[src/rtl/irq_snap_pkg.sv]
`timescale 1ns/1ps
package irq_snap_pkg;
  // Response kind carried on the nak bit
  typedef enum logic {
    RESP_DATA = 1'b0,
    RESP_NAK  = 1'b1
  } resp_kind_e;

  localparam int MIN_SYNC_STAGES = 2;
endpackage

[src/rtl/irq_snap_rst_sync.sv]
`timescale 1ns/1ps
module irq_snap_rst_sync #(
  parameter int STAGES = 2
) (
  input  logic clk,
  input  logic arst_n,
  output logic rst_n_o
);
  logic [STAGES-1:0] chain_q;

  always_ff @(posedge clk or negedge arst_n) begin
    if (!arst_n) chain_q <= '0;
    else         chain_q <= {chain_q[STAGES-2:0], 1'b1};
  end

  assign rst_n_o = chain_q[STAGES-1];
endmodule

[src/rtl/irq_snap_bit_sync.sv]
`timescale 1ns/1ps
module irq_snap_bit_sync #(
  parameter int STAGES = 2
) (
  input  logic clk,
  input  logic rst_n,
  input  logic d_i,
  output logic q_o
);
  logic [STAGES-1:0] chain_q;

  always_ff @(posedge clk or negedge rst_n) begin
    if (!rst_n) chain_q <= '0;
    else        chain_q <= {chain_q[STAGES-2:0], d_i};
  end

  assign q_o = chain_q[STAGES-1];
endmodule

[src/rtl/irq_snap_capture.sv]
`timescale 1ns/1ps
module irq_snap_capture #(
  parameter int GPIO_W = 8
) (
  input  logic              clk,
  input  logic              rst_n,
  input  logic              irq_s_i,
  input  logic [GPIO_W-1:0] gpio_i,
  input  logic              deliver_i,
  output logic              pending_o,
  output logic [GPIO_W-1:0] snap_o
);
  logic              armed_q, armed_d;
  logic              pending_q, pending_d;
  logic [GPIO_W-1:0] snap_q;
  logic              capture;

  // A capture fires only while armed; armed already implies nothing pending
  assign capture = armed_q & irq_s_i;

  always_comb begin
    pending_d = pending_q;
    if (deliver_i) pending_d = 1'b0;
    if (capture)   pending_d = 1'b1;

    armed_d = armed_q;
    if (capture)                      armed_d = 1'b0;
    else if (!pending_q && !irq_s_i)  armed_d = 1'b1;
  end

  always_ff @(posedge clk or negedge rst_n) begin
    if (!rst_n) begin
      armed_q   <= 1'b1;
      pending_q <= 1'b0;
    end else begin
      armed_q   <= armed_d;
      pending_q <= pending_d;
    end
  end

  always_ff @(posedge clk or negedge rst_n) begin
    if (!rst_n)       snap_q <= '0;
    else if (capture) snap_q <= gpio_i;
  end

  assign pending_o = pending_q;
  assign snap_o    = snap_q;
endmodule

[src/rtl/irq_snap_resp.sv]
`timescale 1ns/1ps
module irq_snap_resp
  import irq_snap_pkg::*;
#(
  parameter int GPIO_W = 8
) (
  input  logic              clk,
  input  logic              rst_n,
  input  logic              poll_i,
  input  logic              pending_i,
  input  logic [GPIO_W-1:0] snap_i,
  output logic              deliver_o,
  output logic              vld_o,
  output logic              nak_o,
  output logic [GPIO_W-1:0] data_o
);
  logic              vld_q, vld_d;
  resp_kind_e        kind_q, kind_d;
  logic [GPIO_W-1:0] data_q, data_d;

  assign deliver_o = poll_i & pending_i;

  always_comb begin
    vld_d  = poll_i;
    kind_d = kind_q;
    data_d = data_q;
    if (poll_i) begin
      kind_d = pending_i ? RESP_DATA : RESP_NAK;
      data_d = pending_i ? snap_i : '0;
    end
  end

  always_ff @(posedge clk or negedge rst_n) begin
    if (!rst_n) begin
      vld_q  <= 1'b0;
      kind_q <= RESP_DATA;
      data_q <= '0;
    end else begin
      vld_q  <= vld_d;
      kind_q <= kind_d;
      data_q <= data_d;
    end
  end

  assign vld_o  = vld_q;
  assign nak_o  = (kind_q == RESP_NAK);
  assign data_o = data_q;
endmodule

[src/rtl/irq_snap_responder.sv]
`timescale 1ns/1ps
module irq_snap_responder
  import irq_snap_pkg::*;
#(
  parameter int GPIO_W      = 8,
  parameter int SYNC_STAGES = 2
) (
  input  logic              clk,
  input  logic              rst_n,
  input  logic              irq_req_i,
  input  logic [GPIO_W-1:0] gpio_i,
  input  logic              poll_i,
  output logic              resp_vld_o,
  output logic              resp_nak_o,
  output logic [GPIO_W-1:0] resp_data_o,
  output logic              pending_o
);
  localparam int STAGES = (SYNC_STAGES < MIN_SYNC_STAGES) ? MIN_SYNC_STAGES : SYNC_STAGES;

  logic              rst_q_n;
  logic              irq_s;
  logic              deliver;
  logic              pending;
  logic [GPIO_W-1:0] snap;

  irq_snap_rst_sync #(.STAGES(STAGES)) u_rst (
    .clk(clk), .arst_n(rst_n), .rst_n_o(rst_q_n)
  );

  irq_snap_bit_sync #(.STAGES(STAGES)) u_irq_sync (
    .clk(clk), .rst_n(rst_q_n), .d_i(irq_req_i), .q_o(irq_s)
  );

  irq_snap_capture #(.GPIO_W(GPIO_W)) u_cap (
    .clk(clk), .rst_n(rst_q_n), .irq_s_i(irq_s), .gpio_i(gpio_i),
    .deliver_i(deliver), .pending_o(pending), .snap_o(snap)
  );

  irq_snap_resp #(.GPIO_W(GPIO_W)) u_resp (
    .clk(clk), .rst_n(rst_q_n), .poll_i(poll_i), .pending_i(pending),
    .snap_i(snap), .deliver_o(deliver), .vld_o(resp_vld_o),
    .nak_o(resp_nak_o), .data_o(resp_data_o)
  );

  assign pending_o = pending;
endmodule

[config.mk]
export PLATFORM = sky130hd
export DESIGN_NAME = irq_snap_responder
export DESIGN_NICKNAME = d
export VERILOG_FILES = /design/src/rtl/irq_snap_pkg.sv /design/src/rtl/irq_snap_rst_sync.sv /design/src/rtl/irq_snap_bit_sync.sv /design/src/rtl/irq_snap_capture.sv /design/src/rtl/irq_snap_resp.sv /design/src/rtl/irq_snap_responder.sv
export SDC_FILE = /design/constraint.sdc
export NUM_CORES = 1
export LEC_CHECK = 0
export BUFFER_PORTS_ARGS = -buffer_cell sky130_fd_sc_hd__buf_2
export CAP_MARGIN = 20
export CORE_MARGIN = 2
export CORE_UTILIZATION = 30
export CTS_CLUSTER_DIAMETER = 50
export DETAILED_ROUTE_END_ITERATION = 7
export GPL_TIMING_DRIVEN = 0
export PLACE_DENSITY = 0.55
export SYNTH_ARGS = -nofsm -noshare
export SYNTH_HDL_FRONTEND = slang
export SYNTH_SLANG_ARGS = --single-unit
export TNS_END_PERCENT = 20
[constraint.sdc]
create_clock -name clk -period 1.1 [get_ports clk]
set_clock_uncertainty 0.15 [all_clocks]
set_input_delay 0.22 -clock clk [delete_from_list [all_inputs] [get_ports clk]]
set_output_delay 0.22 -clock clk [all_outputs]
set_load 0.03 [all_outputs]
**After elaboration in Yosys (flattened, before gate mapping)**

Index checks and enable logic that the tools add are counted.

- Register bits: 24
- Output and inout port bits: 11
- Bits of input ports: 12

- Muxes and demuxes: 6
- Bitwise operators: 2
- Reduce and logical (&&, ||, !) cells: 5

Operator list:

| cell | number |
|---|---|
| $mux W8 | 1 |
| $mux W1 | 5 |
| $reduce_bool A2 Y1 | 2 |
| $and A1 B1 Y1 | 2 |
| $logic_not A1 Y1 | 2 |
| $logic_and A1 B1 Y1 | 1 |

**Logic depth before layout (Yosys ltp)**

- Word-level depth: 4
- Depth in mapped cells: 3
- Mapped depth without buffers: 2

**Cells and area by module**

Synthesis repeated with hierarchy kept, for this count alone.

- Cell total of the unflattened synthesis: 63
- Area total of the unflattened synthesis: 858.3 sq um

By module, submodules not included:

| module | instances | cells an instance | area an instance (sq um) |
|---|---|---|---|
| irq_snap_resp | 1 | 35 | 384.1 |
| irq_snap_capture | 1 | 23 | 370.4 |
| irq_snap_rst_sync | 1 | 3 | 53.8 |
| irq_snap_bit_sync | 1 | 2 | 50.0 |

**Worst setup path after synthesis**

OpenSTA, ideal clock, no wires.

- Path type: register to register
- Start point: register u_cap.pending_q, in the netlist u_cap.pending_o
- End point: register u_resp.data_q[1], in the netlist u_resp.data_o[1]
- Path buffers: 1
- Data arrival time: 982 ps
- Path slack: -152 ps
- Clock period less this slack: 1252 ps
- Stages on the path, launching flop included: 4
- Setup time: 121 ps
- Cell sequence: dfrtp_1 and2_4 buf_6 a22o_1

- Word-level cells in the longest chain between the ends: 1

Ends and longest elaborated chain:

| item | RTL line | text |
|---|---|---|
| start, declared | irq_snap_capture.sv:14 | `logic pending_q, pending_d;` |
| start signal, assigned | irq_snap_capture.sv:37 | `pending_q <= pending_d;` |
| $mux W8 | irq_snap_resp.sv:29 | `data_d = pending_i ? snap_i : '0;` |
| end signal, assigned | irq_snap_resp.sv:41 | `data_q <= data_d;` |
| end, declared | irq_snap_resp.sv:19 | `logic [GPIO_W-1:0] data_q, data_d;` |

Every way passes these cells.
A chain may end at the register's enable or synchronous reset.

**Worst setup path in the final report**

- Start point: register u_cap.pending_q, in the netlist u_cap.pending_o
- End point: output pending_o

RTL lines:

| item | RTL line | text |
|---|---|---|
| end, declared | irq_snap_responder.sv:16 | `output logic pending_o` |

No word-level cell between the ends.

==> summary.txt <==
Clocking
  • TritonCTS Sinks: 24
  • CTS max path bufs: 2
  • CTS tree: yes
  • Worst-path clk slew: 0.12 ns
  • H-tree Lvls: 1
  • Clock Latency Late Sink: 0.30 ns
  • Clock root cell: clkbuf_4
  • CTS Buf Count: 3

Synth
  • Post-synth cell types: 14
  • Synth area leaders: dfrtp_1, mux2_2, a22o_1
  • Yosys top cell by area: dfrtp_1
  • Sequential share of the synthesized area: 72.2%
  • Yosys top cell area share: 69.1%
  • Number of synthesized register bits: 24
  • Yosys synthesis warning count: 0
  • Synthesized Nets: 64
  • Post-synthesis cell count: 52
  • Avg Inst Size Synth: 16.0 µm²
  • Synthesized area: 833 µm²

Global route
  • Initial antenna violation count: 0
  • Largest net degree at the start of global routing: 23
  • GR Util All Layers: 10.1%
  • Global-route wire length before repair: about 2.4 mm
  • Overflow after GRT: 0
  • Busiest grt layer: met2
  • Grt met2 use: 15.3%
  • Number of global-route vias before repair: slightly above 500
  • M3 GR Usage: 3.00%
  • Met1 Use GR: 13.6%

STA
  • RSZ-0062 raised after global routing: yes
  • Final setup vio count: 26
  • Post-layout min period: 1.27 ns
  • Final worst setup slack: -0.170 ns
  • Hold WS: between 0.008 and 0.009 ns
  • Hold Vio Cnt, Final: 0
  • Period utilisation layout: 115%
  • Slew Viols, Final: 0
  • Achievable frequency: 787 MHz

Place
  • DP Area: 983 µm²
  • GPL Wtd Cong: 0.664
  • Dpl ws: -0.158 ns
  • Cells after DPL: 105
  • Hpwl dp: 974 µm
  • Port bufs: 22

Critical path
  • Largest fanout on the critical path: 4
  • Crit Path Category: register to output port
  • CP peak stage delay: 0.46 ns
  • Critical Path AT: 0.90 ns
  • CP Capture Type: output port
  • Cell count of the worst reg-to-reg path: 2
  • Slowest-stage cell, CP: dfrtp_2
  • Instance count on the critical path: 1
  • CP top delay family: flip-flops
  • Required @ worst endpoint: 0.73 ns
  • Cell Chain, Critical Path: buf_6
  • Buf+Inv Stages, Crit Path: 1
  • Setup crit start kind: register

Power
  • Pwr per Cell Area: 1600 nW/µm²
  • Pwr Total: roughly 1.9 mW
  • P_leak: 0.583 nW
  • Worst IR drop on VDD: between 1000 and 1500 µV

Route
  • DR vias/cell: 4.45
  • Final wirelength: 1.43 mm
  • DR DRC count: 0
  • Total number of vias: 538
  • First DRT Iteration DRCs: 4
  • Detail Route Antenna Nets: 0
  • DR WL/cell: 11.8 µm
  • DR pass1 iterations: 6

Cells and area
  • Fin area: 1210 µm²
  • Fill cell count: 269
  • Final Non-Filler Cells: roughly 120
  • Area grow syn2layout: 45.6%
  • Net count, final: roughly 100
  • Ant. Diodes: 0
  • Layout cells sized above 1: 48.9%

Floorplan
  • Rows: 19
  • # IOs: 23
  • Initial Util: 31.0%
  • Die area: roughly 3200 µm²
  • Die extent in x: 56.7 µm
  • Total core area: around 2700 µm²
  • Die height: 56.7 µm

Run status
  • Status: finished with violations
  • Violated checks: setup timing

Job
  • Max Cap Viol: 0

Worst hold path
  • Hold Crit Class: input port to register
  • Hold depth: 2
-- cell families after synthesis --
| kind of cell | Yosys count | share of synthesized area [%] |
|---|---|---|
| muxes | 9 | 12.6 |
| other | 1 | 0.450 |
| AOI/OAI and AO/OA | 10 | 9.16 |
| buffers and inverters | 5 | 3.15 |
| and+or+nand+nor | 3 | 2.40 |
| DFF | 24 | 72.2 |
-- stage by stage --
stage          setup TNS (ns)  util (%)
6_report                -2.77      45.2
5_1_grt                 -3.90      45.2
4_1_cts                 -3.76      45.6
3_5_place_dp            -2.00      36.6
3_3_place_gp            -1.45      36.6
2_1_floorplan           -1.27         -
-- what timing repair did --
action                     CTS  global route
resized for setup           26             0
hold buffers                10             0
gates cloned                 1             0
pin swaps                    6             0
setup buffers                2             0
setup endpoints to repair   47            26
hold endpoints to repair    11             0
-- worst register-to-register path, delay by kind of cell, from the launching register on --
kind	cells	cell delay (ns)
flops	1	0.61
mux	1	0.28
simple gates	1	0.09
-- cells in the final DEF, fill, tap and decap left out --
| cell | Yosys | final |
|---|---|---|
| mux2_4 | 1 | 1 |
| a22o_1 | 7 | 7 |
| clkbuf_8 | 0 | 1 |
| inv_1 | 3 | 3 |
| clkbuf_4 | 0 | 3 |
| dlygate4sd3_1 | 0 | 10 |
| and2_4 | 1 | 1 |
| dfrtp_1 | 23 | 21 |
| conb_1 | 1 | 1 |
| nand2_4 | 0 | 2 |
| inv_2 | 1 | 1 |
| buf_4 | 0 | 1 |
| dfstp_2 | 1 | 1 |
| buf_2 | 0 | 11 |
| a21oi_1 | 1 | 1 |
| buf_6 | 1 | 12 |
| o21ai_0 | 2 | 2 |
| mux2_2 | 8 | 8 |
| nand3_1 | 1 | 1 |
| dfrtp_2 | 0 | 2 |
-- cell type report --
class	instances	area, µm²	area share [%]
multi-input combinational	24	221	18.2
tap	31	38.8	3.20
clock buffer	4	36.3	2.99
inverter	4	15.0	1.24
sequential	24	604	49.8
timing repair buffer	34	298	24.5
-- power by group --
group | total [mW] | internal, mW | switching (mW)
sequential | 1.10 | 1.00 | 0.0920
combinational | 0.416 | 0.233 | 0.183
clock | 0.434 | 0.202 | 0.232
total | 1.95 | 1.44 | 0.507
-- layer usage --
| layer | vias to the layer above | wire [µm] | part of all wire [%] |
|---|---|---|---|
| met3 | 2 | 67 | 4.7 |
| met5 | - | 0 | 0 |
| met2 | 13 | 695 | 49 |
| li1 | 255 | - | - |
| met4 | 0 | 13 | 0.91 |
| met1 | 268 | 652 | 46 |
-- state kept, by name, indices dropped and copies added, names as in the netlist --
signal / count
u_cap.snap_o: 8
u_resp.data_o: 8
u_irq_sync.chain_q: 2
u_rst.chain_q: 2
u_cap.armed_q: 1
u_cap.pending_o: 1
u_resp.nak_o: 1
u_resp.vld_o: 1
-- worst paths after layout --
check                                 startpoint                     to  slack [ns]
worst min register to register  u_rst.chain_q[1]  u_irq_sync.chain_q[0]        0.08
worst max register to register     u_cap.armed_q        u_cap.snap_o[2]       -0.13
worst min-delay path                   gpio_i[3]        u_cap.snap_o[3]       0.009
max in group asynchronous       u_rst.chain_q[1]          u_cap.armed_q        0.37
min in group asynchronous                  rst_n       u_rst.chain_q[1]        0.07
worst max-delay path             u_cap.pending_o              pending_o       -0.17
-- cells in the mapped netlist (all sizes together) --
master / n
conb: 1
nand2: 1
a22o: 7
nand3: 1
a21oi: 1
inv: 4
mux2: 9
buf: 1
dfrtp: 23
and2: 1
o21ai: 2
dfstp: 1
No activity file was read; power rests on OpenSTA's default activity.
